### config.mk
export PLATFORM = sky130hd
export DESIGN_NAME = char_bus_driver
export DESIGN_NICKNAME = d
export VERILOG_FILES = /design/src/rtl/charbus_pkg.sv /design/src/rtl/charbus_phase_timer.sv /design/src/rtl/charbus_lane_mux.sv /design/src/rtl/char_bus_driver.sv
export SDC_FILE = /design/constraint.sdc
export NUM_CORES = 1
export LEC_CHECK = 0
export BUFFER_PORTS_ARGS = -buffer_cell sky130_fd_sc_hd__buf_4
export CAP_MARGIN = 20
export CORE_ASPECT_RATIO = 0.75
export CORE_MARGIN = 4
export CORE_UTILIZATION = 35
export DETAILED_ROUTE_END_ITERATION = 7
export PLACE_DENSITY = 0.63
export SLEW_MARGIN = 20
export SYNTH_ARGS = -nofsm -noshare
export SYNTH_HDL_FRONTEND = slang
export SYNTH_HIERARCHICAL = 1
export SYNTH_SLANG_ARGS = --single-unit
### constraint.sdc
create_clock -name clk -period 3.2 [get_ports clk]
set_input_delay 0.8 -clock clk [delete_from_list [all_inputs] [get_ports clk]]
set_output_delay 0.8 -clock clk [all_outputs]
set_load 0.02 [all_outputs]
### src/rtl/charbus_pkg.sv
package charbus_pkg;

  typedef enum logic [2:0] {
    PH_IDLE,
    PH_SETUP,
    PH_HIGH,
    PH_HOLD,
    PH_PAD
  } phase_t;

  // ceil(ns / period) with a floor of one cycle
  function automatic int unsigned ns_to_cycles(input int unsigned ns,
                                               input int unsigned period_ps);
    int unsigned c;
    c = (ns * 1000 + period_ps - 1) / period_ps;
    if (c == 0) c = 1;
    return c;
  endfunction

  function automatic int unsigned umax(input int unsigned a, input int unsigned b);
    return (a > b) ? a : b;
  endfunction

  // cycles left to fill after the busy part of a strobe cycle
  function automatic int unsigned pad_cycles(input int unsigned cyc,
                                             input int unsigned busy);
    return (cyc > busy) ? (cyc - busy) : 0;
  endfunction

endpackage

### src/rtl/charbus_phase_timer.sv
module charbus_phase_timer #(
  parameter int unsigned CNT_W = 5
) (
  input  logic             clk,
  input  logic             rst_n,
  input  logic             load,
  input  logic [CNT_W-1:0] load_val,
  output logic             last
);
  logic [CNT_W-1:0] cnt;

  always_ff @(posedge clk or negedge rst_n) begin
    if (!rst_n)            cnt <= '0;
    else if (load)         cnt <= load_val;
    else if (cnt != '0)    cnt <= cnt - 1'b1;
  end

  assign last = (cnt == CNT_W'(1));
endmodule

### src/rtl/charbus_lane_mux.sv
module charbus_lane_mux #(
  parameter int unsigned DATA_W = 8
) (
  input  logic [DATA_W-1:0] byte_in,
  input  logic              nibble_mode,
  input  logic              second_half,
  output logic [DATA_W-1:0] lanes
);
  localparam int unsigned HALF_W = DATA_W / 2;

  always_comb begin
    if (!nibble_mode)
      lanes = byte_in;
    else if (!second_half)
      lanes = {byte_in[DATA_W-1:HALF_W], {HALF_W{1'b0}}};
    else
      lanes = {byte_in[HALF_W-1:0], {HALF_W{1'b0}}};
  end
endmodule

### src/rtl/char_bus_driver.sv
module char_bus_driver
  import charbus_pkg::*;
#(
  parameter int unsigned DATA_W        = 8,
  parameter int unsigned CLK_PERIOD_PS = 20000,
  parameter int unsigned ADDR_SU_NS    = 40,
  parameter int unsigned ADDR_HD_NS    = 10,
  parameter int unsigned E_WIDTH_NS    = 230,
  parameter int unsigned E_CYCLE_NS    = 500,
  parameter int unsigned WDATA_SU_NS   = 80,
  parameter int unsigned WDATA_HD_NS   = 10,
  parameter int unsigned RDATA_DLY_NS  = 160
) (
  input  logic              clk,
  input  logic              rst_n,
  input  logic              req_valid,
  output logic              req_ready,
  input  logic              req_rs,
  input  logic              req_rw,
  input  logic              req_nibble,
  input  logic [DATA_W-1:0] req_wdata,
  output logic              done,
  output logic [DATA_W-1:0] rdata,
  output logic              bus_rs,
  output logic              bus_rw,
  output logic              bus_e,
  output logic [DATA_W-1:0] bus_db_out,
  output logic              bus_db_oe,
  input  logic [DATA_W-1:0] bus_db_in
);
  localparam int unsigned HALF_W   = DATA_W / 2;
  localparam int unsigned AS_CYC   = ns_to_cycles(ADDR_SU_NS, CLK_PERIOD_PS);
  localparam int unsigned HIGH_CYC = umax(umax(ns_to_cycles(E_WIDTH_NS, CLK_PERIOD_PS),
                                               ns_to_cycles(WDATA_SU_NS, CLK_PERIOD_PS)),
                                          ns_to_cycles(RDATA_DLY_NS, CLK_PERIOD_PS) + 1);
  localparam int unsigned HOLD_CYC = umax(ns_to_cycles(ADDR_HD_NS, CLK_PERIOD_PS),
                                          ns_to_cycles(WDATA_HD_NS, CLK_PERIOD_PS));
  localparam int unsigned PAD_CYC  = pad_cycles(ns_to_cycles(E_CYCLE_NS, CLK_PERIOD_PS),
                                                AS_CYC + HIGH_CYC + HOLD_CYC);
  localparam int unsigned MAX_CYC  = umax(umax(AS_CYC, HIGH_CYC), umax(HOLD_CYC, PAD_CYC));
  localparam int unsigned CNT_W    = $clog2(MAX_CYC + 1);

  phase_t            phase, phase_nxt;
  logic              rs_q, rw_q, nib_q, second_q;
  logic [DATA_W-1:0] wbyte_q, rbuf_q;
  logic              tmr_load, tmr_last, finish;
  logic [CNT_W-1:0]  tmr_val;

  // named internal events, observed by the bound checker
  logic ev_accept, ev_fall, ev_finish;
  assign ev_accept = (phase == PH_IDLE) && req_valid;
  assign ev_fall   = (phase == PH_HIGH) && tmr_last;
  assign ev_finish = finish;

  always_comb begin
    phase_nxt = phase;
    tmr_load  = 1'b0;
    tmr_val   = '0;
    finish    = 1'b0;
    case (phase)
      PH_IDLE:  if (req_valid) begin
                  phase_nxt = PH_SETUP; tmr_load = 1'b1; tmr_val = CNT_W'(AS_CYC);
                end
      PH_SETUP: if (tmr_last) begin
                  phase_nxt = PH_HIGH; tmr_load = 1'b1; tmr_val = CNT_W'(HIGH_CYC);
                end
      PH_HIGH:  if (tmr_last) begin
                  phase_nxt = PH_HOLD; tmr_load = 1'b1; tmr_val = CNT_W'(HOLD_CYC);
                end
      PH_HOLD:  if (tmr_last) begin
                  if (PAD_CYC != 0) begin
                    phase_nxt = PH_PAD; tmr_load = 1'b1; tmr_val = CNT_W'(PAD_CYC);
                  end else begin
                    finish = 1'b1;
                  end
                end
      PH_PAD:   if (tmr_last) finish = 1'b1;
      default:  phase_nxt = PH_IDLE;
    endcase
    if (finish) begin
      if (nib_q && !second_q) begin
        phase_nxt = PH_SETUP; tmr_load = 1'b1; tmr_val = CNT_W'(AS_CYC);
      end else begin
        phase_nxt = PH_IDLE;
      end
    end
  end

  charbus_phase_timer #(.CNT_W(CNT_W)) u_timer (
    .clk      (clk),
    .rst_n    (rst_n),
    .load     (tmr_load),
    .load_val (tmr_val),
    .last     (tmr_last)
  );

  always_ff @(posedge clk or negedge rst_n) begin
    if (!rst_n) begin
      phase    <= PH_IDLE;
      rs_q     <= 1'b0;
      rw_q     <= 1'b0;
      nib_q    <= 1'b0;
      second_q <= 1'b0;
      wbyte_q  <= '0;
      rbuf_q   <= '0;
      rdata    <= '0;
      done     <= 1'b0;
    end else begin
      phase <= phase_nxt;
      done  <= 1'b0;
      if (ev_accept) begin
        rs_q     <= req_rs;
        rw_q     <= req_rw;
        nib_q    <= req_nibble;
        second_q <= 1'b0;
        wbyte_q  <= req_wdata;
      end
      if (ev_fall && rw_q) begin
        if (!nib_q)         rbuf_q <= bus_db_in;
        else if (!second_q) rbuf_q[DATA_W-1:HALF_W] <= bus_db_in[DATA_W-1:HALF_W];
        else                rbuf_q[HALF_W-1:0]      <= bus_db_in[DATA_W-1:HALF_W];
      end
      if (finish) begin
        if (nib_q && !second_q) begin
          second_q <= 1'b1;
        end else begin
          done <= 1'b1;
          if (rw_q) rdata <= rbuf_q;
        end
      end
    end
  end

  charbus_lane_mux #(.DATA_W(DATA_W)) u_lanes (
    .byte_in     (wbyte_q),
    .nibble_mode (nib_q),
    .second_half (second_q),
    .lanes       (bus_db_out)
  );

  assign req_ready = (phase == PH_IDLE);
  assign bus_e     = (phase == PH_HIGH);
  assign bus_rs    = rs_q;
  assign bus_rw    = rw_q;
  assign bus_db_oe = (phase != PH_IDLE) && !rw_q;
endmodule

## Yosys cells after proc, flatten, opt, wreduce, memory -nomap -nowiden

Index checks and enable logic that the tools add are counted.

- Equal/unequal tests: 12
- Add/subtract/negate cells: 1
- Multiplexer cells: 32
- Bitwise operators: 1
- Multipliers: 0
- Order comparisons: 0
- Shift-type cells: 0
- Reduce and logical (&&, ||, !) cells: 16
- Divide/modulo/power cells: 0

Operator list:

| operator | count |
|---|---|
| 4-bit two-way mux | 8 |
| 8-bit two-way mux | 3 |
| 4-bit one-hot mux with 4 select lines | 1 |
| 3-bit two-way mux | 5 |
| 3-bit one-hot mux with 5 select lines | 1 |
| 1-bit two-way mux | 12 |
| 3-bit by 2-bit equality test with 1-bit output (second input constant) | 2 |
| 3-bit != test (second input constant) | 2 |
| 1-bit logical AND | 5 |
| 5-bit AND reduction | 1 |
| 4-bit by 1-bit equality test with 1-bit output (second input constant) | 1 |
| 2-bit != test (second input constant) | 2 |
| 2-bit AND reduction | 2 |
| 4-bit nonzero test | 1 |
| 4-bit by 1-bit subtractor with 4-bit output (second input constant) | 1 |
| 3-bit by 1-bit equality test with 1-bit output (second input constant) | 1 |
| 3-bit equality test (second input constant) | 1 |
| 3-bit logical NOT | 1 |
| 3-bit by 1-bit != test with 1-bit output (second input constant) | 1 |
| 3-bit by 2-bit != test with 1-bit output (second input constant) | 1 |
| 3-bit AND reduction | 1 |
| 3-bit nonzero test | 1 |
| 3-bit OR reduction | 1 |
| 1-bit logical NOT | 2 |
| 5 further kinds | 5 |

- Memories kept: 0
- Memory bits (writable): 0
- Bits in read-only memories: 0
- Input port bits: 22
- Logic and storage cells: 73
- Output and inout port bits: 22
- Flip-flop bits (word level): 36
- Bits in latches: 0

## Depth between registers and ports, before layout

- Depth in word-level cells: 6
- Depth in mapped cells: 9
- Mapped depth without buffers: 8

## Hierarchy

Netlist, hierarchy kept.

Modules (own cells, without submodules):

| module | sequential area each (um2) | instances | cells an instance | area each (um2) |
|---|---|---|---|---|
| char_bus_driver | 800.8 | 1 | 100 | 1403.8 |
| charbus_phase_timer | 100.1 | 1 | 24 | 265.3 |
| charbus_lane_mux | 0.0 | 1 | 9 | 101.3 |

## Worst setup path after synthesis

OpenSTA, ideal clock, no wires.

- Kind: input to register
- From: in req_valid
- To: reg u_timer.cnt[3]
- Path slack: 1.002 ns
- Library setup time: 0.126 ns
- Data required time: 3.074 ns
- Arrival: 2.072 ns
- Cell stages on the path: 7
- Buffers on the path: 3
- Cells stage by stage: or4b_4 -> buf_6 -> buf_12 -> nand3_1 -> buf_4 -> nor3_1 -> a221o_1

- Cells in the longest elaborated chain, start to end: 5
- Elaborated cells on any way between the ends: 6
- Those cells by class: mux (5); reduce/logical (1)

Ends and longest elaborated chain:

| item | RTL line | RTL |
|---|---|---|
| start: declaration | char_bus_driver.sv:16 | `input logic req_valid,` |
| 1-bit two-way mux * | char_bus_driver.sv:61 | `PH_IDLE: if (req_valid) begin` |
| 1-bit one-hot mux with 2 select lines * | char_bus_driver.sv:60 | `case (phase)` |
| 1-bit two-way mux | char_bus_driver.sv:81 | `if (nib_q && !second_q) begin` |
| 1-bit two-way mux * | char_bus_driver.sv:80 | `if (finish) begin` |
| net tmr_load | char_bus_driver.sv:46 | `logic tmr_load, tmr_last, finish;` |
| 4-bit two-way mux or 2-bit nonzero test (tied branches) | - |  |
| end signal: assignment | charbus_phase_timer.sv:14 | `else if (load) cnt <= load_val;` |
| end signal: assignment | charbus_phase_timer.sv:15 | `else if (cnt != '0) cnt <= cnt - 1'b1;` |
| end: declaration | charbus_phase_timer.sv:10 | `logic [CNT_W-1:0] cnt;` |

The timed path passes the listed nets; every way through them passes the cells marked *.
A chain may end at the register's enable or synchronous reset.

## Worst setup path in the final report

- From: reg nib_q
- To: out bus_db_out[6]

- Cells in the longest elaborated chain, start to end: 1

Ends and longest elaborated chain:

| item | RTL line | RTL |
|---|---|---|
| start: declaration | char_bus_driver.sv:44 | `logic rs_q, rw_q, nib_q, second_q;` |
| start signal: assignment | char_bus_driver.sv:114 | `nib_q <= req_nibble;` |
| 8-bit two-way mux | charbus_lane_mux.sv:12 | `if (!nibble_mode)` |
| end: declaration | char_bus_driver.sv:27 | `output logic [DATA_W-1:0] bus_db_out,` |

Every way passes these cells.

==> Flow_metrics.wiki <==
{| class="wikitable"
! Metric !! Value
|-
| Synthesized netlist net count || approximately 160
|-
| Final Max Tran Viols || 0
|-
| Run status || complete, no violations
|-
| Worst path required time || approximately 2.4 ns
|-
| Area of the die || roughly 6300 µm²
|-
| MaxCap Viol Count || 0
|-
| Final net count || 201
|-
| Number of diodes || 0
|-
| Buffer count from post-CTS setup fixing || 0
|-
| Commonest non-fill, non-tap cells in the layout || sky130_fd_sc_hd__buf_4, sky130_fd_sc_hd__dfrtp_1, sky130_fd_sc_hd__mux2_2, sky130_fd_sc_hd__mux2_4, sky130_fd_sc_hd__nand2_1
|-
| Period utilisation layout || about three quarters
|-
| Classification of the worst setup path || reg2out
|-
| Biggest fanout along the worst timing path || 13
|-
| Area of the core region || between 4000 and 5000 µm²
|-
| Startpoint of the lowest-slack register-to-register path || u_timer/cnt[1]
|-
| Yosys cell types || 33
|-
| Relative area change from synthesis to final layout || 24.1%
|-
| Total via count in the routed design || approximately 1,200
|-
| Remaining antenna violation count after routing || 0
|-
| Largest buffer count on any clock path || 2
|-
| Clk Tree Root Cell || sky130_fd_sc_hd__clkbuf_8
|-
| Depth of the CTS H-tree || 2
|-
| Clock tree from TritonCTS || done
|-
| Slack of the worst reg-to-reg path || about 0.83 ns
|-
| Number of global-route vias before repair || 1,245
|-
| I/O Pins || 44
|-
| Half-perimeter wire length after detailed placement || between 2000 and 3000 µm
|-
| CP Capture Type || primary output
|-
| Startpoint class of the critical path || flip-flop
|-
| Drt drc || 0
|-
| CTS buffer count || 5
|-
| RD Place Congestion || approximately 0.78
|-
| Per-cell routed wire length || between 10 and 15 µm
|-
| Most common cell after layout, fill and taps aside || sky130_fd_sc_hd__buf_4
|-
| Flops & latches, synth || 36
|-
| Final setup violation count || 0
|-
| Pin count of the biggest net entering global routing || 37
|-
| Horizontal die dimension || 90.1 µm
|-
| Data arrival time of the critical path || about 1.6 ns
|-
| Tightest slew margin relative to the limit || approximately 65%
|-
| Worst clock skew on the final layout || 0.0102 ns
|-
| Worst slew pin tran || ~0.53 ns
|-
| Final setup slack of the worst path || ~0.76 ns
|-
| Clock Sink Count || 36
|-
| Die Height || just under 70 µm
|-
| Pre-CTS WS || 0.887 ns
|-
| Class of the most critical hold timing path || in2async
|-
| Total length of routed wires || 3520 µm
|-
| Fmax || around 0.41 GHz
|-
| Number of gates resized after cts || 0
|-
| Clk Latency, worst-skew pair || roughly 0.29 ns
|-
| Maximum vdd ir drop || roughly 350 µV
|-
| Seq/Total Area, Yosys || about half
|-
| Mean post-synth cell area || 13.3 µm²
|-
| Hold Buf Count CTS || 0
|-
| Cell count after synthesis || roughly 130
|-
| Clock edge transition at the registers on the reported setup and hold paths || 0.07 ns
|-
| Yosys synthesis warning count || 6
|-
| Cell area after synthesis || between 1500 and 2000 µm²
|-
| Number of detailed-route iterations in the first pass || 4
|-
| Layout cells sized above 1 || between 50% and 60%
|-
| Filler instances || around 460
|-
| Total gr overflow || 0
|-
| Effective utilization at floorplan || a little over a third
|-
| Unrepaired setup endpoints after global routing || no
|-
| Antenna violations before repair || 0
|-
| Floorplan row count || 22
|-
| Ratio of routed vias to standard cells || about 4.9
|-
| Pwr/cell area || between 900 and 1000 nW/µm²
|-
| Period minus WS final || 2.44 ns
|-
| Total routing resource utilization after global routing || about 12%
|-
| Final TNS setup || 0 ns
|-
| First-pass GRT wire length || roughly 6000 µm
|-
| Number of violations reported at the end of detailed-routing iteration 0 || 48
|-
| Share of the core filled with cells in the final layout || between 40% and 50%
|-
| Port-buffer cells || 43
|-
| Smallest hold slack || between 0.4 and 0.5 ns
|-
| Setup crit start || nib_q
|-
| Number of hold violations in the final report || 0
|-
| Lkg Pwr || approximately 1.1 nW
|}
[state kept, by name, indices dropped and copies added, names as in the netlist]
signal and cells:
phase 3, rdata 8, u_timer/cnt 4, bus_rw 1, nib_q 1, done 1
wbyte_q 8, bus_rs 1, second_q 1, rbuf_q 8
[worst paths after layout]
path | end | depth (start not counted)
hold / removal | phase[1] | 1
max in group asynchronous | rbuf_q[1] | 1
hold reg to reg | rdata[7] | 1
min in group clk | rdata[7] | 1
setup reg to reg | u_timer/cnt[3] | 8
setup / recovery | bus_db_out[6] | 3
[cells in the mapped netlist]
| cell type | number | share of area [%] |
|---|---|---|
| sky130_fd_sc_hd__nand3_1 | 6 | 1.7 |
| sky130_fd_sc_hd__nor2_1 | 5 | 1.1 |
| sky130_fd_sc_hd__o21ai_0 | 3 | 0.85 |
| sky130_fd_sc_hd__buf_6 | 2 | 1.3 |
| sky130_fd_sc_hd__clkbuf_1 | 1 | 0.21 |
| sky130_fd_sc_hd__nand2_1 | 7 | 1.5 |
| sky130_fd_sc_hd__o31ai_1 | 1 | 0.42 |
| sky130_fd_sc_hd__xor2_1 | 1 | 0.49 |
| sky130_fd_sc_hd__nand2b_1 | 1 | 0.35 |
| sky130_fd_sc_hd__mux2_2 | 26 | 17 |
| sky130_fd_sc_hd__or4b_4 | 1 | 0.78 |
| sky130_fd_sc_hd__buf_2 | 2 | 0.57 |
| sky130_fd_sc_hd__ha_1 | 3 | 2.1 |
| sky130_fd_sc_hd__inv_1 | 2 | 0.42 |
| sky130_fd_sc_hd__nor3_1 | 4 | 1.1 |
| sky130_fd_sc_hd__xnor2_1 | 2 | 0.99 |
| sky130_fd_sc_hd__nor3b_1 | 3 | 1.3 |
| sky130_fd_sc_hd__nand2_2 | 1 | 0.35 |
| sky130_fd_sc_hd__mux2i_1 | 1 | 0.57 |
| sky130_fd_sc_hd__buf_4 | 1 | 0.42 |
| sky130_fd_sc_hd__a221o_1 | 1 | 0.57 |
| sky130_fd_sc_hd__mux2_4 | 10 | 8.5 |
| sky130_fd_sc_hd__buf_12 | 1 | 1.1 |
| sky130_fd_sc_hd__nand4b_1 | 1 | 0.49 |
| sky130_fd_sc_hd__nor3b_4 | 1 | 1.1 |
| sky130_fd_sc_hd__and4bb_2 | 1 | 0.71 |
| sky130_fd_sc_hd__and3_1 | 1 | 0.35 |
| sky130_fd_sc_hd__a21oi_1 | 1 | 0.28 |
| sky130_fd_sc_hd__and2b_2 | 4 | 2.0 |
| sky130_fd_sc_hd__nor2b_1 | 1 | 0.35 |
| sky130_fd_sc_hd__and2_1 | 1 | 0.35 |
| sky130_fd_sc_hd__dfrtp_1 | 36 | 51 |
| sky130_fd_sc_hd__nand4_1 | 1 | 0.35 |
[layout make-up]
cell class / count / area [µm²] / share of cell area [%]
repair buffers: 43 / 323 / 14.7
well taps: 60 / 75.1 / 3.42
multi-input cells: 88 / 798 / 36.3
flip-flops and latches: 36 / 901 / 41.0
inverters: 2 / 7.51 / 0.342
clock inverters: 2 / 10.0 / 0.456
clock buffers: 6 / 82.6 / 3.76
[where the power goes]
group / switching (mW) / leakage, nW / total [mW] / internal [mW]
clock: 0.157 / 0.0510 / 0.328 / 0.172
sequential: 0.173 / 0.446 / 0.803 / 0.631
combinational: 0.395 / 0.579 / 0.889 / 0.494
[layer usage]
layer | up-vias | track usage [%] | share of wire, %
li1 | 553 | - | -
met2 | 30 | 20.0 | 48
met4 | 0 | 3.06 | 0.80
met3 | 5 | 4.66 | 5.6
met5 | - | 0 | 0
met1 | 581 | 14.7 | 45
[cell families (layout without fill, tap and decap cells)]
logic type / after synthesis / count (layout) / share of synthesized area, %
adder cells (fa/ha/maj): 3 / 3 / 2.12
AO/OA/AOI/OAI: 6 / 6 / 2.12
multiplexers: 37 / 37 / 25.6
flip-flops: 36 / 36 / 50.9
XOR/XNOR: 3 / 3 / 1.48
buffers and inverters: 9 / 53 / 4.03
AND/OR/NAND/NOR: 39 / 39 / 13.8
[through the flow]
stage	power, mW	cells	instance area, µm²
2_1_floorplan	1.46	133	1770
3_3_place_gp	1.67	229	2100
3_5_place_dp	1.71	229	2100
4_1_cts	2.05	237	2200
5_1_grt	2.17	237	2200
6_report	2.02	237	2200
[worst max-delay path, stage by stage, from the launching register on]
cell	delay (ns)
sky130_fd_sc_hd__dfrtp_1	0.65
sky130_fd_sc_hd__nand2_2	0.21
sky130_fd_sc_hd__mux2_4	0.34
sky130_fd_sc_hd__buf_4	0.16
(Power assumes the default switching activity.)
